`src/rtl/hb_pkg.sv`:
```
// Package: shared types for the register history buffer.
// Assumes nothing beyond being compiled before the modules that import it.
package hb_pkg;
    typedef enum logic {
        RB_IDLE = 1'b0,
        RB_WALK = 1'b1
    } rb_state_e;
endpackage

```
`src/rtl/hb_log_ring.sv`:
```
// Circular log of packed records. New records enter at the tail. Commit
// removes the oldest record at the head. Rollback removes the newest record
// at the tail. Clear empties the log in one cycle.
// Assumes: the caller never pushes when full, never pops when empty, and
// never combines pop_new or clear with any other operation.
module hb_log_ring #(
    parameter int DEPTH = 16,
    parameter int W     = 69
) (
    input  logic                       clk,
    input  logic                       rst_n,
    input  logic                       push,
    input  logic [W-1:0]               push_data,
    input  logic                       pop_old,
    input  logic                       pop_new,
    input  logic                       clear,
    output logic [W-1:0]               newest,
    output logic [$clog2(DEPTH+1)-1:0] count,
    output logic                       full,
    output logic                       empty
);
    localparam int PTR_W = (DEPTH > 1) ? $clog2(DEPTH) : 1;
    localparam int CNT_W = $clog2(DEPTH+1);

    logic [W-1:0]     mem [DEPTH];
    logic [PTR_W-1:0] head, tail;

    function automatic logic [PTR_W-1:0] ptr_inc(input logic [PTR_W-1:0] p);
        return (p == PTR_W'(DEPTH-1)) ? '0 : p + 1'b1;
    endfunction

    function automatic logic [PTR_W-1:0] ptr_dec(input logic [PTR_W-1:0] p);
        return (p == '0) ? PTR_W'(DEPTH-1) : p - 1'b1;
    endfunction

    // Record storage: write the new record at the tail slot.
    always_ff @(posedge clk) begin
        if (push) mem[tail] <= push_data;
    end

    // Pointer and occupancy update.
    always_ff @(posedge clk) begin
        if (!rst_n || clear) begin
            head  <= '0;
            tail  <= '0;
            count <= '0;
        end else begin
            if (push)    tail <= ptr_inc(tail);
            if (pop_new) tail <= ptr_dec(tail);
            if (pop_old) head <= ptr_inc(head);
            count <= count + CNT_W'(push) - CNT_W'(pop_old) - CNT_W'(pop_new);
        end
    end

    // Status and newest-record view.
    always_comb begin
        full   = (count == CNT_W'(DEPTH));
        empty  = (count == '0);
        newest = mem[ptr_dec(tail)];
    end

    p_no_overflow_r3: assert property (@(posedge clk) disable iff (!rst_n)
        push |-> !full);
    p_no_underflow_r4: assert property (@(posedge clk) disable iff (!rst_n)
        (pop_old || pop_new) |-> !empty);
    p_count_bound_r3: assert property (@(posedge clk) disable iff (!rst_n)
        count <= CNT_W'(DEPTH));
    p_pop_new_step_r6: assert property (@(posedge clk) disable iff (!rst_n)
        (pop_new && !clear) |=> (count == $past(count) - 1'b1));
endmodule

```
`src/rtl/hb_rollback_ctrl.sv`:
```
// Rollback sequencer. An accepted exception latches the faulting PC. Each
// cycle after that, the newest log record is either restored (its PC is at or
// after the fault) or the walk ends and the whole log is cleared.
// Assumes: PCs in the log increase from oldest to newest.
module hb_rollback_ctrl
    import hb_pkg::*;
#(
    parameter int PC_W = 32
) (
    input  logic            clk,
    input  logic            rst_n,
    input  logic            exc_req,
    input  logic [PC_W-1:0] exc_pc,
    input  logic            log_empty,
    input  logic [PC_W-1:0] newest_pc,
    output logic            busy,
    output logic            restore_fire,
    output logic            drop_all
);
    rb_state_e       state;
    logic [PC_W-1:0] fault_pc;

    // Decide restore or finish for the current walk cycle.
    always_comb begin
        busy         = (state == RB_WALK);
        restore_fire = busy && !log_empty && (newest_pc >= fault_pc);
        drop_all     = busy && !restore_fire;
    end

    // Walk state and latched fault PC.
    always_ff @(posedge clk) begin
        if (!rst_n) begin
            state    <= RB_IDLE;
            fault_pc <= '0;
        end else begin
            case (state)
                RB_IDLE: if (exc_req) begin
                    state    <= RB_WALK;
                    fault_pc <= exc_pc;
                end
                RB_WALK: if (drop_all) state <= RB_IDLE;
                default: state <= RB_IDLE;
            endcase
        end
    end

    p_restore_in_walk_r6: assert property (@(posedge clk) disable iff (!rst_n)
        restore_fire |-> (busy && !log_empty));
    p_walk_ends_r8: assert property (@(posedge clk) disable iff (!rst_n)
        drop_all |=> !busy);
endmodule

```
`src/rtl/history_rollback.sv`:
```
// Register history buffer top. Logs overwritten register values, frees them
// on commit, and replays them newest first on an exception.
// Assumes: the pipeline holds writes while wr_stall is high, commits in
// program order, and issues register writes in increasing PC order.
module history_rollback #(
    parameter int XLEN  = 32,
    parameter int PC_W  = 32,
    parameter int REG_N = 32,
    parameter int DEPTH = 16
) (
    input  logic                     clk,
    input  logic                     rst_n,
    input  logic                     wr_en,
    input  logic [PC_W-1:0]          wr_pc,
    input  logic [$clog2(REG_N)-1:0] wr_reg,
    input  logic [XLEN-1:0]          wr_old,
    output logic                     wr_stall,
    input  logic                     commit_en,
    input  logic                     exc_req,
    input  logic [PC_W-1:0]          exc_pc,
    output logic                     rb_busy,
    output logic                     rst_we,
    output logic [$clog2(REG_N)-1:0] rst_reg,
    output logic [XLEN-1:0]          rst_val
);
    localparam int RA_W  = $clog2(REG_N);
    localparam int ENT_W = PC_W + RA_W + XLEN;
    localparam int CNT_W = $clog2(DEPTH+1);

    logic [ENT_W-1:0] newest;
    logic [CNT_W-1:0] count;
    logic             full, empty;
    logic             exc_take, push, pop_old, fire, drop;
    logic [PC_W-1:0]  newest_pc;

    // Gate pipeline-side requests against stall, rollback and exception.
    always_comb begin
        exc_take  = exc_req && !rb_busy;
        wr_stall  = full || rb_busy;
        push      = wr_en && !wr_stall && !exc_take && (wr_reg != '0);
        pop_old   = commit_en && !rb_busy && !exc_take && !empty;
        newest_pc = newest[ENT_W-1 -: PC_W];
        rst_we    = fire;
        rst_reg   = newest[XLEN +: RA_W];
        rst_val   = newest[XLEN-1:0];
    end

    hb_log_ring #(.DEPTH(DEPTH), .W(ENT_W)) u_ring (
        .clk       (clk),
        .rst_n     (rst_n),
        .push      (push),
        .push_data ({wr_pc, wr_reg, wr_old}),
        .pop_old   (pop_old),
        .pop_new   (fire),
        .clear     (drop),
        .newest    (newest),
        .count     (count),
        .full      (full),
        .empty     (empty)
    );

    hb_rollback_ctrl #(.PC_W(PC_W)) u_ctrl (
        .clk          (clk),
        .rst_n        (rst_n),
        .exc_req      (exc_take),
        .exc_pc       (exc_pc),
        .log_empty    (empty),
        .newest_pc    (newest_pc),
        .busy         (rb_busy),
        .restore_fire (fire),
        .drop_all     (drop)
    );

    p_busy_start_r5: assert property (@(posedge clk) disable iff (!rst_n)
        (exc_req && !rb_busy) |=> rb_busy);
    p_stall_in_walk_r9: assert property (@(posedge clk) disable iff (!rst_n)
        rb_busy |-> wr_stall);
    p_log_empty_after_r7: assert property (@(posedge clk) disable iff (!rst_n)
        $fell(rb_busy) |-> (count == '0));
    p_busy_no_new_record_r9: assert property (@(posedge clk) disable iff (!rst_n)
        rb_busy |=> (count <= $past(count)));
endmodule

```
`config.mk`:
```
export PLATFORM = sky130hd
export DESIGN_NAME = history_rollback
export DESIGN_NICKNAME = d
export VERILOG_FILES = /design/src/rtl/hb_pkg.sv /design/src/rtl/hb_log_ring.sv /design/src/rtl/hb_rollback_ctrl.sv /design/src/rtl/history_rollback.sv
export SDC_FILE = /design/constraint.sdc
export NUM_CORES = 1
export LEC_CHECK = 0
export ABC_CLOCK_PERIOD_IN_PS = 8700
export BUFFER_PORTS_ARGS = -buffer_cell sky130_fd_sc_hd__buf_4
export CAP_MARGIN = 20
export CORE_MARGIN = 2
export CORE_UTILIZATION = 29
export DETAILED_ROUTE_END_ITERATION = 8
export GPL_TIMING_DRIVEN = 0
export SETUP_SLACK_MARGIN = 0.02
export SLEW_MARGIN = 20
export SYNTH_ARGS = -nofsm -noshare
export SYNTH_HDL_FRONTEND = slang
export SYNTH_SLANG_ARGS = --single-unit
```
`constraint.sdc`:
```
create_clock -name clk -period 8.7 [get_ports clk]
set_input_delay 0 -clock clk [delete_from_list [all_inputs] [get_ports clk]]
set_output_delay 0 -clock clk [all_outputs]
set_load 0.02 [all_outputs]
```
# Yosys cells after proc, flatten, opt, wreduce, memory -nomap -nowiden
# Memory sizes are Yosys's and may differ from the RTL's.
# Cells that the tools add are included.
# word_totals
register_bits	42
latch_bits	0
mem_bits_rw	1104
mem_bits_ro	0
out_inout_bits	40
word_cells	46
n_memories	1
# op_classes
addsub	5
mul	0
div	0
order_cmp	1
n_eq_ne	2
shifts	0
mux	9
bitwise_logic	1
n_reduce_logical	23
# mem_list
name	words	word_bits	rd	rd_ports_with_merged_regs	write_ports	line_no	source
u_ring.mem	16	69	1	0	1	hb_log_ring.sv:25	logic [W-1:0] mem [DEPTH];
# op_table
operator	n
$ge A32 B32 Y1	1
$mux W4	4
$logic_and A1 B1 Y1	10
$sub A5 B1 Y5	2
$logic_not A1 Y1	6
$add A5 B1 Y5	1
$eq A5 B5 Y1 const B	1
$logic_not A5 Y1	1
$reduce_bool A5 Y1	1
$add A4 B1 Y4 const B	1
$eq A4 B4 Y1 const B	1
$logic_not A4 Y1	1
$mux W1	4
$sub A4 B1 Y4 const B	1
$logic_or A1 B1 Y1	2
$pmux W1 S2	1
$reduce_and A2 Y1	1
$reduce_bool A2 Y1	1
$not A1 Y1	1

# Longest topological paths before layout
# logic_depth
depth_word	9
ltp_mapped	25

# Hierarchy
# A second synthesis with hierarchy kept.
# hier_totals
hier_cells	2070
area_unflattened_um2	43918.4
# modules_own_cells
mod	n_inst	cells_each	area_per_inst_um2	seq_area_each_um2
hb_log_ring	1	1799	41876.4	33332.0
hb_rollback_ctrl	1	264	1988.2	660.6
history_rollback	1	7	53.8	0.0

# Worst setup path before layout
# Ideal clock, no wire load.
# synth_timing
kind	register to register
start	register u_ring.count[2]
end	memory u_ring.mem[0][0] (enable)
setup_time_ps	581
arrival_ps	6260
slack_ps	1859
path_stages_with_launch	9
cell_sequence	dfxtp_1 inv_1 ha_1 nor3b_1 a21oi_1 and2_1 clkbuf_1 nand2_1 nor3_1
# synth_via
elab_chain_len	8
# synth_lines
item	line_no	source
start: declaration	hb_log_ring.sv:18	output logic [$clog2(DEPTH+1)-1:0] count,
start signal: assignment	hb_log_ring.sv:51	count <= count + CNT_W'(push) - CNT_W'(pop_old) - CNT_W'(pop_new);
$eq A5 B5 Y1	hb_log_ring.sv:57	full = (count == CNT_W'(DEPTH));
$logic_or A1 B1 Y1	history_rollback.sv:39	wr_stall = full || rb_busy;
$logic_not A1 Y1	history_rollback.sv:40	push = wr_en && !wr_stall && !exc_take && (wr_reg != '0);
$logic_and A1 B1 Y1 (3 in series)	history_rollback.sv:40	
$mux W1	hb_log_ring.sv:38	if (push) mem[tail] <= push_data;
$mux W1 (not written as such)	hb_log_ring.sv:38	
end: declaration	hb_log_ring.sv:25	
# Every way passes these cells.

# Worst setup path in the final report
# layout_timing
start	register u_ring.tail[0]
end	register u_ring.count[3]
# layout_via
elab_chain_len	8
# layout_lines
item	line_no	source
start: declaration	hb_log_ring.sv:26	logic [PTR_W-1:0] head, tail;
start signal: assignment	hb_log_ring.sv:48	if (push) tail <= ptr_inc(tail);
start signal: assignment	hb_log_ring.sv:49	if (pop_new) tail <= ptr_dec(tail);
$sub A4 B1 Y4 / $logic_not A4 Y1 (equally long branches)	hb_log_ring.sv:33	return (p == '0) ? PTR_W'(DEPTH-1) : p - 1'b1;
$mux W4 *	hb_log_ring.sv:33	
$mem_v2 Z16 W69 *	-	
$ge A32 B32 Y1 *	hb_rollback_ctrl.sv:26	restore_fire = busy && !log_empty && (newest_pc >= fault_pc);
$logic_and A1 B1 Y1 *	hb_rollback_ctrl.sv:26	
branches (longest 3 deep; another with $sub A5 B1 Y5)	-	
# Mark *: on every way between the ends.
# A chain may end at the register's enable or synchronous reset.

==> results.sh <==
export IMPL_clk_latency_ns=0.71
export IMPL_rsz0062_at_grt="false"
export IMPL_ys_types=59
export IMPL_wl_per_cell_um=23.79
export IMPL_rows=144
export IMPL_worstSetupPathType="reg -> reg"
export IMPL_fmax_mhz=139.7
export IMPL_global_route_usage_met1_pct=19.72
export IMPL_power_density_nw_per_um2=326.1
export IMPL_totalWireLength_um=111500
export IMPL_die_h_um=397.7
export IMPL_yosysTopAreaCellShare_pct=73.74
export IMPL_skew_ns=0.03529
export IMPL_grt_use_met3_pct=3.531
export IMPL_ant_nets=0
export IMPL_outcome="finished clean"
export IMPL_final_nets=2696
export IMPL_cts_made_buffers=108
export IMPL_worst_setup_path_end_kind="flip-flop"
export IMPL_stdcell_area_sq_um=55420
export IMPL_slew_headroom_pct=25.45
export IMPL_min_period_ns=7.157
export IMPL_ys_seq_area_share_pct=75.61
export IMPL_maxCapViolations=0
export IMPL_dieArea_sq_um=158200
export IMPL_setup_viol=0
export IMPL_synth_edf_count=1104
export IMPL_via_per_inst=4.700
export IMPL_grt_max_degree=19
export IMPL_cts_sinks=1146
export IMPL_synth_area_mux_share_pct=18.46
export IMPL_yosysMostFrequentCell="edfxtp_1"
export IMPL_die_x_um=397.7
export IMPL_tightestPinTransition_ns=1.118
export IMPL_fin_ws_ns=1.543
export IMPL_arrival_ns=7.72
export IMPL_drt_initial_drc_count=2354
export IMPL_leakagePower_nw=18.23
export IMPL_post_dp_cell_area_sq_um=50440
export IMPL_ys_warn_count=0
export IMPL_p_total_w=0.01807
export IMPL_layout_drive_gt1_share_pct=28.72
export IMPL_synthAdderAreaFrac_pct=1.286
export IMPL_drv_slew=0
export IMPL_initial_utilization_pct=29.18
export IMPL_path_max_fanout=10
export IMPL_portBuffers=145
export IMPL_fin_crit_sh_pct=82.26
export IMPL_vdd_drop_max_mv=0.1899
export IMPL_gp_congestion=0.7442
export IMPL_synth_area_per_cell_sq_um=21.94
export IMPL_cts_clk_slew_worst_paths_ns=0.06
export IMPL_synth_compound_area_share_pct=1.430
export IMPL_root_buffer="clkbuf_16"
export IMPL_synth_xor_area_share_pct=0.05844
export IMPL_area_delta_synth_final_pct=23.26
export IMPL_synth_area_top_cells="edfxtp_1, mux4_2, mux2i_1, dfxtp_1, ha_1"
export IMPL_dpl_hpwl_um=75280
export IMPL_drc_errors=0
export IMPL_ys_seq_elements=1146
export IMPL_syn_area_sq_um=44960
export IMPL_use_met2_pct=22.03
export IMPL_tritoncts="yes"
export IMPL_dr_total_vias=22023
export IMPL_synthArstFlopShare_pct=0
export IMPL_max_clock_path_buffers=3
export IMPL_hold_violations=0
export IMPL_critPathLaunchType="flip-flop"
export IMPL_dominantRegCellSynth="edfxtp_1"
export IMPL_synth_top_area_cell="edfxtp_1"
export IMPL_syn_inst=2049
export IMPL_required_ns=9.27
export IMPL_grt_pass1_wl_um=160900
export IMPL_place_ws_ns=1.403
export IMPL_busiest_layer="met2"
export IMPL_post_cts_buffers=0
export IMPL_syn_nets=2200
export IMPL_synthSimpleGateAreaFrac_pct=1.375
export IMPL_core_sq_um=154000
export IMPL_grt_pass1_vias=22367
export IMPL_htreeDepth=3
export IMPL_dr_pass1_iters=5
export IMPL_track_usage_pct=14.03
export IMPL_hold_path_class="in -> reg"
export IMPL_pin_count=146
export IMPL_antenna_found_initial=15
export IMPL_synthTopCellsByCount="edfxtp_1, mux4_2, mux2i_1"
export IMPL_synth_top_family_by_area="multiplexers"
export IMPL_overflow=0
==> flip-flops by register name, summed over array words and instances, names as in the netlist <==
| signal | count |
|---|---|
| u_ctrl.fault_pc | 32 |
| u_ring.mem | 1104 |
| u_ring.tail | 4 |
| u_ctrl.busy | 1 |
| u_ring.count | 5 |
==> metrics by stage <==
step | hold WS [ns] | TNS, ns | std cells | util, %
final | 0.08328 | 0 | 4686 | 35.97
after floorplan | 0.09887 | 0 | 2049 | -
after CTS | 0.05192 | 0 | 4683 | 35.96
after global placement | 0.2653 | -2223.65 | 4238 | 31.55
after detailed placement | 0.2556 | 0 | 4340 | 32.74
after global routing | 0.09121 | 0 | 4684 | 35.97
==> cell usage in the layout, fill, tap and decap left out, drive strengths merged, types with 3 or more instances in the layout <==
master / count
edfxtp: 1104
buf: 299
mux4: 276
mux2i: 207
clkbuf: 178
dlygate4sd3: 139
nand2: 82
clkinv: 52
inv: 48
ha: 43
dfxtp: 42
a21boi: 32
a21oi: 21
nor2: 21
bufinv: 13
a31oi: 7
nand3: 6
clkinvlp: 6
o21a: 5
nor3: 5
o221ai: 4
nand4: 4
o21ai: 4
diode: 3
nand2b: 3
o211ai: 3
==> metal layers <==
metal | share of wire (%) | up-vias
li1 | - | 9526
met1 | 44 | 11617
met2 | 47 | 723
met3 | 7.3 | 141
met4 | 1.8 | 16
met5 | 0.092 | -
==> logic make-up (layout without fill, tap and decap cells) <==
group,count (synthesis),in the layout
XOR/XNOR,3,3
AND/OR/NAND/NOR,136,136
adder cells (fa/ha/maj),45,45
AO/OA/AOI/OAI,89,89
flip-flops,1146,1146
other,0,3
buffers and inverters,146,736
multiplexers,484,484
==> worst max-delay path: stages (launching register included) <==
cell       delay [ns]
dfxtp_1          0.46
inv_2            0.12
ha_1             0.29
buf_2            0.36
clkbuf_1         0.78
clkbuf_1         0.73
mux4_2           0.41
mux2i_1          0.15
mux2i_1          0.24
ha_1             0.45
nand4_1          0.16
or4_1            0.56
o32ai_2          0.41
or2_1            0.18
a2bb2oi_1        0.09
fa_1             0.43
inv_1            0.06
ha_1             0.21
inv_1            0.06
ha_1             0.16
inv_1            0.06
fa_1             0.40
xnor2_1          0.17
a31oi_1          0.06
==> final timing paths <==
kind / cells past startpoint / slack [ns] / startpoint / to
worst max-delay path: 23 / 1.54 / u_ring.tail[0] / u_ring.count[3]
worst min-delay path: 5 / 0.08 / wr_en / u_ring.tail[1]
worst max register to register: 23 / 1.54 / u_ring.tail[0] / u_ring.count[3]
worst min register to register: 3 / 0.66 / u_ring.count[3] / u_ring.count[4]
==> power breakdown <==
| group | switching, W | internal [W] |
|---|---|---|
| clock network | 0.00204 | 0.00271 |
| logic | 0.00406 | 0.00288 |
| registers | 0.0000671 | 0.00630 |
==> layout make-up <==
class | instances | area, sq um
multi-input cells | 757 | 10280
flip-flops and latches | 1146 | 33990
clock buffers | 130 | 2828
diodes | 3 | 7.507
plain buffers | 101 | 631.9
repair buffers | 386 | 4202
fillers | 14093 | 98630
inverters | 45 | 168.9
clock inverters | 74 | 745.7
well taps | 2044 | 2557
==> repair_timing <==
item / in CTS / in global routing
hold buffers: 139 / 0
resized for setup: 0 / 0
endpoints found under the hold margin: 1146 / 0
Power figures use the tool's default switching activity.
